$ cat src/rtl/mc_ctrl_pkg.sv
package mc_ctrl_pkg;
  localparam int OPC_W = 6;

  localparam logic [OPC_W-1:0] OPC_LW   = 6'b100011;
  localparam logic [OPC_W-1:0] OPC_SW   = 6'b101011;
  localparam logic [OPC_W-1:0] OPC_RTYP = 6'b000000;
  localparam logic [OPC_W-1:0] OPC_BEQ  = 6'b000100;
  localparam logic [OPC_W-1:0] OPC_ADDI = 6'b001000;
  localparam logic [OPC_W-1:0] OPC_J    = 6'b000010;

  typedef enum logic [3:0] {
    S_FETCH, S_DECODE, S_MEM_ADR, S_MEM_RD, S_MEM_WB, S_MEM_WR,
    S_EXEC, S_ALU_WB, S_BRANCH, S_ADDI_EX, S_ADDI_WB, S_JUMP
  } state_e;

  typedef enum logic [1:0] {SRCB_REG = 2'b00, SRCB_FOUR = 2'b01,
                            SRCB_IMM = 2'b10, SRCB_IMM_SH = 2'b11} srcb_e;
  typedef enum logic [1:0] {AOP_ADD = 2'b00, AOP_SUB = 2'b01,
                            AOP_FUNCT = 2'b10} aluop_e;
  typedef enum logic [1:0] {PCS_ALU = 2'b00, PCS_ALUOUT = 2'b01,
                            PCS_JUMP = 2'b10} pcsrc_e;

  typedef struct packed {
    logic       pc_write;
    logic       mem_write;
    logic       ir_write;
    logic       reg_write;
    logic       iord;
    logic       alu_src_a;
    logic [1:0] alu_src_b;
    logic [1:0] alu_op;
    logic [1:0] pc_src;
    logic       reg_dst;
    logic       mem_to_reg;
    logic       branch;
  } ctrl_t;
endpackage

$ cat src/rtl/mc_next_state.sv
module mc_next_state
  import mc_ctrl_pkg::*;
(
  input  state_e           state_i,
  input  logic [OPC_W-1:0] opcode_i,
  output state_e           next_o
);
  always_comb begin
    next_o = S_FETCH;
    unique case (state_i)
      S_FETCH:  next_o = S_DECODE;
      S_DECODE: begin
        case (opcode_i)
          OPC_LW, OPC_SW: next_o = S_MEM_ADR;
          OPC_RTYP:       next_o = S_EXEC;
          OPC_BEQ:        next_o = S_BRANCH;
          OPC_ADDI:       next_o = S_ADDI_EX;
          OPC_J:          next_o = S_JUMP;
          default:        next_o = S_FETCH;  // unsupported: drop quietly
        endcase
      end
      S_MEM_ADR: next_o = (opcode_i == OPC_SW) ? S_MEM_WR : S_MEM_RD;
      S_MEM_RD:  next_o = S_MEM_WB;
      S_EXEC:    next_o = S_ALU_WB;
      S_ADDI_EX: next_o = S_ADDI_WB;
      default:   next_o = S_FETCH;   // every terminal step
    endcase
  end
endmodule

$ cat src/rtl/mc_out_decode.sv
module mc_out_decode
  import mc_ctrl_pkg::*;
(
  input  state_e state_i,
  output ctrl_t  ctrl_o
);
  always_comb begin
    ctrl_o = '0;
    unique case (state_i)
      S_FETCH: begin
        ctrl_o.ir_write  = 1'b1;
        ctrl_o.pc_write  = 1'b1;
        ctrl_o.alu_src_b = SRCB_FOUR;
      end
      S_DECODE: ctrl_o.alu_src_b = SRCB_IMM_SH;  // speculative branch target
      S_MEM_ADR, S_ADDI_EX: begin
        ctrl_o.alu_src_a = 1'b1;
        ctrl_o.alu_src_b = SRCB_IMM;
      end
      S_MEM_RD: ctrl_o.iord = 1'b1;
      S_MEM_WB: begin
        ctrl_o.reg_write  = 1'b1;
        ctrl_o.mem_to_reg = 1'b1;
      end
      S_MEM_WR: begin
        ctrl_o.iord      = 1'b1;
        ctrl_o.mem_write = 1'b1;
      end
      S_EXEC: begin
        ctrl_o.alu_src_a = 1'b1;
        ctrl_o.alu_op    = AOP_FUNCT;
      end
      S_ALU_WB: begin
        ctrl_o.reg_write = 1'b1;
        ctrl_o.reg_dst   = 1'b1;
      end
      S_BRANCH: begin
        ctrl_o.alu_src_a = 1'b1;
        ctrl_o.alu_op    = AOP_SUB;
        ctrl_o.pc_src    = PCS_ALUOUT;
        ctrl_o.branch    = 1'b1;
      end
      S_ADDI_WB: ctrl_o.reg_write = 1'b1;
      S_JUMP: begin
        ctrl_o.pc_write = 1'b1;
        ctrl_o.pc_src   = PCS_JUMP;
      end
      default: ctrl_o = '0;
    endcase
  end
endmodule

$ cat src/rtl/mc_main_ctrl.sv
module mc_main_ctrl
  import mc_ctrl_pkg::*;
(
  input  logic             clk_i,
  input  logic             rst_ni,
  input  logic [OPC_W-1:0] opcode_i,
  output logic             pc_write_o,
  output logic             mem_write_o,
  output logic             ir_write_o,
  output logic             reg_write_o,
  output logic             iord_o,
  output logic             alu_src_a_o,
  output logic [1:0]       alu_src_b_o,
  output logic [1:0]       alu_op_o,
  output logic [1:0]       pc_src_o,
  output logic             reg_dst_o,
  output logic             mem_to_reg_o,
  output logic             branch_o
);
  state_e state_q, state_d;
  ctrl_t  ctrl;

  mc_next_state i_next (.state_i(state_q), .opcode_i(opcode_i), .next_o(state_d));
  mc_out_decode i_outs (.state_i(state_q), .ctrl_o(ctrl));

  always_ff @(posedge clk_i or negedge rst_ni) begin
    if (!rst_ni) state_q <= S_FETCH;
    else         state_q <= state_d;
  end

  assign pc_write_o   = ctrl.pc_write;
  assign mem_write_o  = ctrl.mem_write;
  assign ir_write_o   = ctrl.ir_write;
  assign reg_write_o  = ctrl.reg_write;
  assign iord_o       = ctrl.iord;
  assign alu_src_a_o  = ctrl.alu_src_a;
  assign alu_src_b_o  = ctrl.alu_src_b;
  assign alu_op_o     = ctrl.alu_op;
  assign pc_src_o     = ctrl.pc_src;
  assign reg_dst_o    = ctrl.reg_dst;
  assign mem_to_reg_o = ctrl.mem_to_reg;
  assign branch_o     = ctrl.branch;

  logic known_opc;
  assign known_opc = opcode_i inside {OPC_LW, OPC_SW, OPC_RTYP, OPC_BEQ, OPC_ADDI, OPC_J};

  p_fetch_to_decode_r3: assert property (@(posedge clk_i) disable iff (!rst_ni)
    ir_write_o |=> (!ir_write_o && !pc_write_o && !reg_write_o && !mem_write_o
                    && alu_src_b_o == 2'b11));

  p_branch_last_r8: assert property (@(posedge clk_i) disable iff (!rst_ni)
    branch_o |=> ir_write_o);

  p_jump_last_r9: assert property (@(posedge clk_i) disable iff (!rst_ni)
    (pc_write_o && pc_src_o == 2'b10) |=> ir_write_o);

  p_load_wb_r4: assert property (@(posedge clk_i) disable iff (!rst_ni)
    (reg_write_o && mem_to_reg_o) |-> ($past(iord_o) && !$past(mem_write_o)));

  p_unknown_drop_r10: assert property (@(posedge clk_i) disable iff (!rst_ni)
    (state_q == S_DECODE && !known_opc) |=> ir_write_o);

  p_one_write_r11: assert property (@(posedge clk_i) disable iff (!rst_ni)
    $onehot0({mem_write_o, reg_write_o, ir_write_o}));
endmodule

$ cat config.mk
export PLATFORM = sky130hd
export DESIGN_NAME = mc_main_ctrl
export DESIGN_NICKNAME = d
export VERILOG_FILES = /design/src/rtl/mc_ctrl_pkg.sv /design/src/rtl/mc_next_state.sv /design/src/rtl/mc_out_decode.sv /design/src/rtl/mc_main_ctrl.sv
export SDC_FILE = /design/constraint.sdc
export NUM_CORES = 1
export LEC_CHECK = 0
export ABC_AREA = 1
export ABC_CLOCK_PERIOD_IN_PS = 1850
export BUFFER_PORTS_ARGS = -buffer_cell sky130_fd_sc_hd__buf_2
export CORE_AREA = 5 5 42 44
export DETAILED_ROUTE_END_ITERATION = 16
export DIE_AREA = 0 0 47 49
export PLACE_DENSITY = 0.65
export SLEW_MARGIN = 30
export SYNTH_ARGS = -nofsm -noshare
export SYNTH_HDL_FRONTEND = slang
export SYNTH_SLANG_ARGS = --single-unit
export TNS_END_PERCENT = 10
$ cat constraint.sdc
create_clock -name clk_i -period 1.85 [get_ports clk_i]
set_input_delay 0.555 -clock clk_i [delete_from_list [all_inputs] [get_ports clk_i]]
set_output_delay 0.555 -clock clk_i [all_outputs]
set_load 0.05 [all_outputs]
# After elaboration in Yosys (flattened, before gate mapping)
# Index checks and enable logic that the tools add are counted.
[word_totals]
regBits = 4
in_bits = 8
out_inout_bits = 15
elab_cells = 40
[classes]
eq_ne = 16
mux = 15
n_reduce_logical = 8
[ops]
columns = ["operator", "n"]
rows = [
  ["$pmux 4 s6", 1],
  ["$pmux 4 s5", 1],
  ["$eq 4x3->1 const B", 4],
  ["$eq 4x4->1 const B", 4],
  ["$eq 6x6->1 const B", 2],
  ["$mux 1", 9],
  ["$eq 4x2->1 const B", 2],
  ["$pmux 2 s2", 2],
  ["$reduce_or 2->1", 4],
  ["$eq 6x2->1 const B", 1],
  ["$eq 6x3->1 const B", 1],
  ["$eq 6x4->1 const B", 1],
  ["$logic_not 6->1", 1],
  ["$pmux 2 s3", 1],
  ["$eq 4x1->1 const B", 1],
  ["$logic_not 4->1", 1],
  ["$reduce_or 4->1", 1],
  ["$mux 3", 1],
  ["$reduce_or 3->1", 1],
]

# Depth between registers and ports, before layout
# Gate-level depths: netlist of the first run.
[logic_depth]
ltp_word = 4
depth_mapped = 6
ltp_nobuf = 6

# Cells and area by module
# A second synthesis of the first run with hierarchy kept.
[hier_totals]
hier_cells = 95
area_unflattened_um2 = 496.7
[modules_own_cells]
columns = ["mod", "instances", "cells_each", "area_each_um2", "seq_area_each_um2"]
rows = [
  ["mc_next_state", 1, 54, 236.5, 0.0],
  ["mc_out_decode", 1, 37, 160.2, 0.0],
  ["mc_main_ctrl", 1, 4, 100.1, 100.1],
]

# Worst setup path before layout of the first run
# Ideal clock, no wire load.
[synth_timing]
path_kind = "reg-to-output"
startpoint = "reg state_q[1]"
endpoint = "out alu_src_b_o[1]"
arrival_time_ns = 1.675
required_ns = 1.295
path_slack_ns = -0.380
path_stages_with_launch = 4
path_buffers = 0
cell_sequence = "dfrtp_1 inv_1 nand2_2 o21ai_0"
[synth_between]
elab_chain_len = 3
word_cells_on_any_way = 6
[synth_rtl]
columns = ["item", "line", "source"]
rows = [
  ["start, declared", "mc_main_ctrl.sv:20", "state_e state_q, state_d;"],
  ["start signal, assigned", "mc_main_ctrl.sv:28", "else state_q <= state_d;"],
  ["$eq 4x2->1 / $eq 4x4->1 (equally long branches)", "mc_out_decode.sv:9", "unique case (state_i)"],
  ["$reduce_or 2->1", "--", ""],
  ["$pmux 2 s3 (*)", "mc_out_decode.sv:9", ""],
  ["end, declared", "mc_main_ctrl.sv:13", "output logic [1:0] alu_src_b_o,"],
]
# Every way passes the cells marked *; elsewhere a longest branch is shown, timed or not.

# Final worst setup path of the first run
[layout_timing]
startpoint = "reg state_q[2]"
endpoint = "out alu_src_a_o"
[layout_between]
elab_chain_len = 3
word_cells_on_any_way = 6
[layout_rtl]
columns = ["item", "line", "source"]
rows = [
  ["$eq 4x2->1 (tied with other cells)", "mc_out_decode.sv:9", ""],
  ["$reduce_or 4->1 (no source line) (*)", "--", ""],
  ["$mux 1 (*)", "mc_out_decode.sv:9", ""],
  ["end, declared", "mc_main_ctrl.sv:12", "output logic alu_src_a_o,"],
]
# Marks and branches as above.

==> run metrics, run 1 <==
share of the synthesized area in the top cell type=22.16%; final setup margin=-0.04259 ns; ys flop type=dfrtp_1; hold_buf cts=0; sequential-to-total area share from yosys stat=22.16%; WHS=0.1119 ns; H-tree lvl count=1; largest registers=state_q (4); Setup CP Type=reg -> out; Placed Cells=116; HPWL Detailed=965.7 um; fraction of the mapped netlist area in adder cells=0%; Initial Util=32.23%; WL/cell=11.30 um; setup tns final=-0.1210 ns; Synth Register Bits=4; share of cells above drive strength 1=52.29%; CTS tree=built; Sw Ratio=58.83%; GR Overflow Total=0; die height=49 um; Min-Delay Path Class=in -> async; fmax=0.5284 GHz; Die ar.=2303 um2; Detail Route Antenna Nets=0; async set-reset flop share out of synthesis=100.0%; Worst EP required=1.29 ns; Max Root-Sink Buffers=2; crit path max fanout=7; Layout Nets=119; DR vias=574; post-synth cell types=15; CTS sink cnt=4; syn nets=88; unrepaired setup endpoints after global routing=yes; Tot GR Track Use=11.50%; Clock transition at path regs=0.04 ns; final core occ=53.04%; DRC viols=0; Reg power frac=14.2%; Worst-Margin Slew=0.2476 ns; fin crit share=102.3%; Max Slew Vio Count=0; Fin. Hold Viols=0; mapped cell area=451.7 um2; top cell type by total area after synthesis=dfrtp_1; Static Leak=0.4209 nW; failing checks=negative setup slack; mux cell area share after synthesis=0%; initial drt markers=11; Synth Area in Compound Gates=7.756%; initial antenna violation count=0; Finished Layout Cells=125; n_diodes=0; routed wire length=1412 um; GPL Wtd Cong=0.8321; P per Cell Area=1679 nW/um2; largest net degree at the start of global routing=8; die width=47 um; area of the core=1401 um2; # rows=14; post-synthesis simple-gate area fraction=53.46%; vias per cell=4.592; Max Cap Viol=0; VDD IR-drop max=0.5410 mV; clock skew=0.005017 ns; largest family of logic cells by synthesized area=simple AND/OR/NAND/NOR gates; status=complete, but fails checks; internal power=0.5137 mW; clock power share=8.6%; Num CTS Buffers=3; IO Port Bufs=22; largest reg by FF count=state_q; Pwr Total=1.248 mW; syn_area_per_cell=5.646 um2; combinational power share=77.2%; fin crit period=1.893 ns; Detailed Routing Iterations Pass 1=4; Switch Pwr=0.7341 mW; Worst Setup End Kind=output port; EDFF count, synth=0; synth cell count leaders=nand2_1 (16), nor2_1 (16), inv_1 (15); Final setup violation count=4; Top-Level Pins=23; synth top area cells=dfrtp_1 (22%), nand2_1 (13%), nor2_1 (13%); Root Buffer Master=clkbuf_4; Worst Path Arrival=1.34 ns; area delta synth->final=64.54%; first-pass GRT wire length=1897 um; Synth Instances=80; Clock Latency Late Sink=0.24 ns; number of global-route vias before repair=526; Post-Synth XOR/XNOR Area=0%; max FFs per register=4; warnings from Yosys=0; Startpoint Class=flop; Max-Slew Margin vs Limit=83.61%
## per-layer routing
| metal | track usage, % | vias up | share of wire, % |
|---|---|---|---|
| li1 | - | 303 | - |
| met1 | 10.18 | 240 | 34 |
| met2 | 18.78 | 27 | 54 |
| met3 | 4.797 | 4 | 8.9 |
| met4 | 9.677 | 0 | 2.4 |
| met5 | 0 | - | 0 |
## power by group through the flow
stage / Clock, mW / Sequential, mW / Combinational [mW]
finish: 0.107 / 0.178 / 0.963
detailed placement: 0 / 0.154 / 0.733
global route: 0.124 / 0.180 / 1.02
global placement: 0 / 0.154 / 0.729
floorplan: 0 / 0.148 / 0.592
CTS: 0.109 / 0.157 / 0.811
## worst paths after layout
| path | from | to | slack, ns | cells past startpoint |
|---|---|---|---|---|
| worst min-delay path | rst_ni | state_q[3]$_DFF_PN0_ | 0.11 | 1 |
| max in group asynchronous | rst_ni | state_q[1]$_DFF_PN0_ | 1.61 | 1 |
| min in group clk_i | state_q[0]$_DFF_PN0_ | state_q[0]$_DFF_PN0_ | 0.68 | 3 |
| worst max-delay path | state_q[2]$_DFF_PN0_ | alu_src_a_o | -0.04 | 6 |
| worst min register to register | state_q[0]$_DFF_PN0_ | state_q[0]$_DFF_PN0_ | 0.68 | 3 |
| worst max register to register | state_q[2]$_DFF_PN0_ | state_q[2]$_DFF_PN0_ | 0.69 | 6 |
## cells in the final DEF, fill, tap and decap left out, types with 2 or more instances in the layout
master | Yosys | layout
o22ai_1 | 2 | 2
buf_4 | 2 | 12
nor2_2 | 6 | 6
buf_2 | 0 | 8
buf_6 | 0 | 6
inv_2 | 1 | 5
inv_1 | 15 | 10
clkbuf_4 | 0 | 5
nor2_4 | 1 | 3
nand2_1 | 16 | 16
nand3_1 | 8 | 6
nand2_4 | 0 | 3
nor2_1 | 16 | 14
dfrtp_2 | 0 | 4
nand3_2 | 0 | 2
## cells by family after synthesis
kind of cell | after synthesis
AND/OR/NAND/NOR | 52
AO/OA/AOI/OAI | 6
flip-flops | 4
buffers and inverters | 18
## metrics by stage
| step | instance area [um2] | setup WS, ns |
|---|---|---|
| after global routing | 743.2 | -0.09392 |
| after detailed placement | 566.8 | 0.08850 |
| after floorplan | 451.7 | -0.1355 |
| after CTS | 625.6 | -0.04085 |
| final | 743.2 | -0.04259 |
| after global placement | 566.8 | 0.1088 |
## cell type report
type / instances / area, um2
timing repair buffer: 28 / 212.7
sequential: 4 / 105.1
tap: 16 / 20.02
inverter: 16 / 62.56
clock buffer: 3 / 22.52
multi-input combinational: 58 / 320.3
fill: 147 / 658.1
## worst max-delay path, stage by stage, from the launching register on
cell,delay [ns]
dfrtp_2,0.44
nor2_4,0.15
inv_4,0.07
nor2_4,0.14
inv_2,0.06
nand3_2,0.08
buf_6,0.16
## timing repair
item / in CTS / in global routing
buffers inserted: 0 / 6
pin swaps: 0 / 3
endpoints found under the setup margin: 10 / 15
resized for setup: 13 / 32
No activity file was read; power rests on OpenSTA's default activity.
==> run 2: changes to the inputs <==
--- a/config.mk
+++ b/config.mk
@@ -5,13 +5,12 @@
 export SDC_FILE = /design/constraint.sdc
 export NUM_CORES = 1
 export LEC_CHECK = 0
-export ABC_AREA = 1
 export ABC_CLOCK_PERIOD_IN_PS = 1850
 export BUFFER_PORTS_ARGS = -buffer_cell sky130_fd_sc_hd__buf_2
 export CORE_AREA = 5 5 42 44
 export DETAILED_ROUTE_END_ITERATION = 16
 export DIE_AREA = 0 0 47 49
-export PLACE_DENSITY = 0.65
+export PLACE_DENSITY = 0.63
 export SLEW_MARGIN = 30
 export SYNTH_ARGS = -nofsm -noshare
 export SYNTH_HDL_FRONTEND = slang
==> run metrics, run 2 <==
status=complete, but fails checks; failing checks=negative setup slack; area of the core=1401 um2 (unchanged); final core occ=53.75% (+0.71 points); H-tree lvl count=1 (unchanged); fin crit period=1.964 ns (+0.07107 ns); DR vias=544 (-5.2%); DRC viols=0 (unchanged); number of global-route vias before repair=519 (-1.3%); n_diodes=0 (unchanged); Final setup violation count=10 (+6); post-synth cell types=32 (+17); M3 GR Usage=2.214% (-2.6 points); synth top area cells=dfrtp_1 (23%), buf_4 (5.2%), nor3_1 (4.6%); Worst Path Arrival=1.41 ns (+0.07 ns); clock skew=0.003926 ns (-0.001091 ns); Setup CP Type=reg -> out; CTS tree=built; unrepaired setup endpoints after global routing=yes; GR Layer Usage met2=18.55% (-0.23 points); first-pass GRT wire length=2104 um (+11%); Tot GR Track Use=12.64% (+1.1 points); global route hottest layer=met2; Initial Util=30.80% (-1.4 points); # fillers=141 (-4.1%); HPWL Detailed=1042 um (+7.9%); Clock transition at path regs=0.04 ns (about the same); Startpoint Class=flop; Detailed Routing Iterations Pass 1=4 (unchanged); hold_buf cts=0 (unchanged); crit path max fanout=5 (-2); syn_area_per_cell=7.708 um2 (+37%); EDFF count, synth=0 (unchanged); max FFs per register=4 (unchanged); initial drt markers=10 (-1); Clock Latency Late Sink=0.24 ns (about the same); most frequent cells in the layout=buf_4 (13), buf_6 (10), buf_2 (7); area delta synth->final=74.49%; GR Layer Usage met1=15.52% (+5.3 points); Worst Setup End Kind=output port; Worst EP required=1.29 ns (about the same); fin crit share=106.1% (+3.8 points); IO Port Bufs=22 (unchanged); routed wire length=1306 um (-7.5%); vias per cell=5.495 (+20%); fmax=0.5093 GHz (-3.6%); syn nets=64 (-27%); GR Overflow Total=0 (unchanged); mapped cell area=431.7 um2 (-4.4%); Fin. Hold Viols=0 (unchanged); Min-Delay Path Class=in -> async; share of cells above drive strength 1=59.04% (+6.7 points); count leader, synth=nor2_1; Top-Level Pins=23 (unchanged); WL/cell=13.19 um (+17%); Detail Route Antenna Nets=0 (unchanged); die width=47 um (unchanged); ys flop type=dfrtp_1; commonest non-fill, non-tap cell in the layout=buf_4; Die ar.=2303 um2 (unchanged); final setup margin=-0.1137 ns (-0.07107 ns); Num CTS Buffers=3 (unchanged); Max Cap Viol=0 (unchanged); P per Cell Area=1757 nW/um2 (+4.7%); Worst-Margin Slew=0.4125 ns (+0.1649 ns); worst slack, placed=0.06736 ns (-0.02114 ns); warnings from Yosys=0 (unchanged); share of the synthesized area in the top cell type=23.19% (+1.0 points); VDD IR-drop max=0.9375 mV (+73%); synth cell count leaders=nor2_1 (5), dfrtp_1 (4), nor3_1 (4); largest registers=state_q (4); initial antenna violation count=0 (unchanged); Layout Nets=93 (-22%); sequential-to-total area share from yosys stat=23.19% (+1.0 points); Synth Register Bits=4 (unchanged); Static Leak=0.3176 nW (-25%); # rows=14 (unchanged); GPL Wtd Cong=0.7647 (-8.1%); largest reg by FF count=state_q; Synth Instances=56 (-30%); Max Root-Sink Buffers=2 (unchanged); Max-Slew Margin vs Limit=72.11% (-11 points); die height=49 um (unchanged); Root Buffer Master=clkbuf_4; CTS sink cnt=4 (unchanged); Max Slew Vio Count=0 (unchanged); largest net degree at the start of global routing=9 (+1); top cell type by total area after synthesis=dfrtp_1; async set-reset flop share out of synthesis=100.0% (unchanged)
-- run 2: cell count changes after synthesis, moves of 3 or more --
cell | previous run | this run
or3_1 | 0 | 3
nand2_1 | 16 | 2
nor2_2 | 6 | 0
buf_2 | 0 | 3
nand2_2 | 4 | 0
nor3_1 | 0 | 4
nand3_1 | 8 | 3
nand2b_1 | 0 | 3
nor2_1 | 16 | 5
inv_1 | 15 | 1
-- run 2: what timing repair did --
action | CTS | global route
buffers inserted | 0 | 0
setup endpoints to repair | 13 | 15
resized for setup | 21 | 15
pin swaps | 0 | 1
-- run 2: kinds of logic after synthesis --
group	after synthesis	synth area share (%)
compound gates	11	17.69
xor+xnor	3	6.088
buf+inv	7	9.563
flops	4	23.19
mux	1	2.319
simple gates	30	41.16
-- run 2: layer usage --
layer	routed length [um]	share of wire, %
met1	494	38
met2	702	54
met5	0	0
met3	86	6.6
met4	22	1.7
-- run 2: area by class of cell --
class	instances	area (um2)	area share [%]
flip-flops and latches	4	102.6	13.62
clock buffers	3	22.52	2.990
well taps	16	20.02	2.658
repair buffers	30	245.2	32.56
multi-input cells	45	359.1	47.67
inverters	1	3.754	0.4983
-- run 2: critical path: stages (launching register included) --
cell,delay [ns]
dfrtp_2,0.43
or3b_4,0.42
a21oi_2,0.14
buf_6,0.17
-- run 2: per-stage QoR --
| step | instances | instance area (um2) | total power [mW] | TNS [ns] | hold WS [ns] |
|---|---|---|---|---|---|
| 2_1_floorplan | 56 | 473.0 | 0.8113 | -2.627 | 0.2594 |
| 3_3_place_gp | 96 | 625.6 | 1.011 | 0 | 0.3615 |
| 3_5_place_dp | 96 | 625.6 | 1.019 | 0 | 0.3627 |
| 4_1_cts | 99 | 706.9 | 1.241 | -0.5924 | 0.1094 |
| 5_1_grt | 99 | 753.2 | 1.385 | -1.020 | 0.1158 |
| 6_report | 99 | 753.2 | 1.324 | -0.5467 | 0.1116 |
-- run 2: power by group --
group / switching, mW / total [mW] / leakage, nW / internal (mW)
logic: 0.638 / 1.06 / 0.254 / 0.418
registers: 0.0403 / 0.158 / 0.0502 / 0.118
clock network: 0.0369 / 0.109 / 0.0138 / 0.0726
total: 0.715 / 1.32 / 0.318 / 0.608
-- run 2: path summary, 6_finish.rpt --
kind	from	slack, ns	to	depth (start not counted)
max	state_q[0]$_DFF_PN0_	-0.11	alu_src_b_o[1]	3
min	rst_ni	0.11	state_q[2]$_DFF_PN0_	1
max reg2reg	state_q[3]$_DFF_PN0_	0.45	state_q[1]$_DFF_PN0_	4
min reg2reg	state_q[0]$_DFF_PN0_	0.53	state_q[0]$_DFF_PN0_	1
max in group asynchronous	rst_ni	1.61	state_q[0]$_DFF_PN0_	1
min in group clk_i	state_q[0]$_DFF_PN0_	0.53	state_q[0]$_DFF_PN0_	1
==> run 3: changes to the inputs <==
==> constraint.sdc (replaced) <==
create_clock -name clk_i -period 1.85 [get_ports clk_i]
set_input_delay 0 -clock clk_i [delete_from_list [all_inputs] [get_ports clk_i]]
set_output_delay 0 -clock clk_i [all_outputs]
set_load 0.05 [all_outputs]
==> run metrics, run 3 (synthesis results as in run 2) <==
status=finished clean; Top-Level Pins=23 (unchanged); most frequent cells in the layout=buf_2 (22), nor2_1 (5), dfrtp_1 (4); Startpoint Class=flop; IO Port Bufs=22 (unchanged); CTS tree=built; commonest non-fill, non-tap cell in the layout=buf_2; WL/cell=11.59 um (-12%); Max Root-Sink Buffers=2 (unchanged); # fillers=159 (+13%); worst slack, placed=0.4371 ns (+0.3697 ns); Sw Ratio=61.78% (+7.7 points); area of the core=1401 um2 (unchanged); die height=49 um (unchanged); Layout Nets=86 (-7.5%); Static Leak=0.2577 nW (-19%); Final setup violation count=0 (-10); register area=100.1 um2 (-2.4%); H-tree lvl count=1 (unchanged); top cell family by delay on the critical path=flip-flops; Slowest-stage cell, CP=dfrtp_1; Min-Delay Path Class=in -> reg; Max stage delay on crit path=0.54 ns (+0.11 ns); VDD IR-drop max=0.7849 mV (-16%); crit path max fanout=15 (+10); Switch Pwr=0.6084 mW (-15%); CP Cell Sequence=or3b_1 > a21oi_1 > buf_2; largest reg by FF count=state_q; area delta synth->final=30.14%; DRC viols=0 (unchanged); WP buf/inv=1 (unchanged); Tot GR Track Use=11.10% (-1.5 points); Detailed Routing Iterations Pass 1=3 (-1); Num CTS Buffers=3 (unchanged); unrepaired setup endpoints after global routing=no; final setup margin=0.1736 ns (+0.2873 ns); initial antenna violation count=0 (unchanged); GPL Wtd Cong=0.7463 (-2.4%); largest net degree at the start of global routing=16 (+7); area of the multi-input gates=295.3 um2 (-18%); GR Overflow Total=0 (unchanged); largest registers=state_q (4); Max Cap Viol=0 (unchanged); routed wire length=1066 um (-18%); DR vias=486 (-11%); fin crit period=1.676 ns (-0.2873 ns); initial drt markers=5 (-5); Clock Latency Late Sink=0.24 ns (about the same); Initial Util=30.80% (unchanged); Worst-Margin Slew=0.4759 ns (+0.06340 ns); internal power=0.3764 mW (-38%); Clock transition at path regs=0.04 ns (about the same); Max Slew Vio Count=0 (unchanged); P per Cell Area=1753 nW/um2 (-0.24%); vias per cell=5.283 (-3.9%); Die ar.=2303 um2 (unchanged); Worst Setup End Kind=output port; Detail Route Antenna Nets=0 (unchanged); die width=47 um (unchanged); # rows=14 (unchanged); Root Buffer Master=clkbuf_4; HPWL Detailed=826.8 um (-21%); number of global-route vias before repair=447 (-14%); first-pass GRT wire length=1897 um (-9.8%); CTS sink cnt=4 (unchanged); clock power share=11.3% (+3.0 points); n_diodes=0 (unchanged); Reg power frac=21.7% (+9.8 points); combinational power share=67.0% (-13 points); clock skew=0.001856 ns (-0.002070 ns); fin crit share=90.61% (-16 points); R2R setup slack=0.44 ns (about the same); Setup CP Type=reg -> out; Worst Path Arrival=1.68 ns (+0.27 ns); Worst EP required=1.85 ns (+0.56 ns); setup tns final=0 ns (+0.5467 ns); max FFs per register=4 (unchanged); Max-Slew Margin vs Limit=68.27% (-3.8 points); fmax=0.5965 GHz (+17%); share of cells above drive strength 1=35.53% (-24 points); Fin. Hold Viols=0 (unchanged)
## run 3: cell types whose count changed in the layout (fill, tap and decap cells not counted), sizes merged
cell,delta
buf,-8
dlygate4sd3,+1
## run 3: repair_timing
| action | 4_1_cts | 5_1_grt |
|---|---|---|
| setup buffers | 0 | 0 |
| gates resized for setup | 0 | 0 |
| hold buffers | 1 | 0 |
| endpoints found under the hold margin | 4 | 0 |
## run 3: worst paths after layout
kind / end / depth (start not counted) / startpoint
worst max register to register: state_q[1]$_DFF_PN0_ / 3 / state_q[0]$_DFF_PN0_
worst min register to register: state_q[0]$_DFF_PN0_ / 1 / state_q[3]$_DFF_PN0_
max in group asynchronous: state_q[3]$_DFF_PN0_ / 2 / rst_ni
worst max-delay path: alu_src_b_o[1] / 3 / state_q[0]$_DFF_PN0_
worst min-delay path: state_q[3]$_DFF_PN0_ / 3 / opcode_i[2]
min in group asynchronous: state_q[1]$_DFF_PN0_ / 2 / rst_ni
## run 3: cell type report
| cell class | instances | area share, % |
|---|---|---|
| Tap cell | 16 | 3.563 |
| Sequential cell | 4 | 17.82 |
| Multi-Input combinational cell | 45 | 52.56 |
| Inverter | 1 | 0.6682 |
| Timing Repair Buffer | 23 | 21.38 |
| Clock buffer | 3 | 4.009 |
## run 3: routing by layer
metal  wire length, um  GRT usage [%]
met4                17          8.295
met1               432          13.56
met2               541          16.29
met5                 0              0
met3                75          2.214
## run 3: worst register-to-register path, cell delays in order, from the launching register on
cell,delay [ns]
dfrtp_1,0.63
nor4b_1,0.40
and2_1,0.18
a221o_1,0.14
## run 3: power groups by stage
stage | sequential (mW) | clock [mW] | combinational [mW]
global route | 0.230 | 0.121 | 0.703
floorplan | 0.142 | 0 | 0.618
CTS | 0.213 | 0.115 | 0.665
global placement | 0.213 | 0 | 0.664
detailed placement | 0.213 | 0 | 0.663
finish | 0.214 | 0.112 | 0.660
## run 3: stage by stage
stage	hold WS (ns)	std cells	power [mW]	utilization, %	cell area, um2
floorplan	-0.2956	56	0.7603	-	436.7
global placement	-0.1884	88	0.8775	37.77	529.3
detailed placement	-0.1876	88	0.8761	37.77	529.3
CTS	0.06178	92	0.9935	40.09	561.8
global route	0.08238	92	1.054	40.09	561.8
finish	0.06379	92	0.9848	40.09	561.8
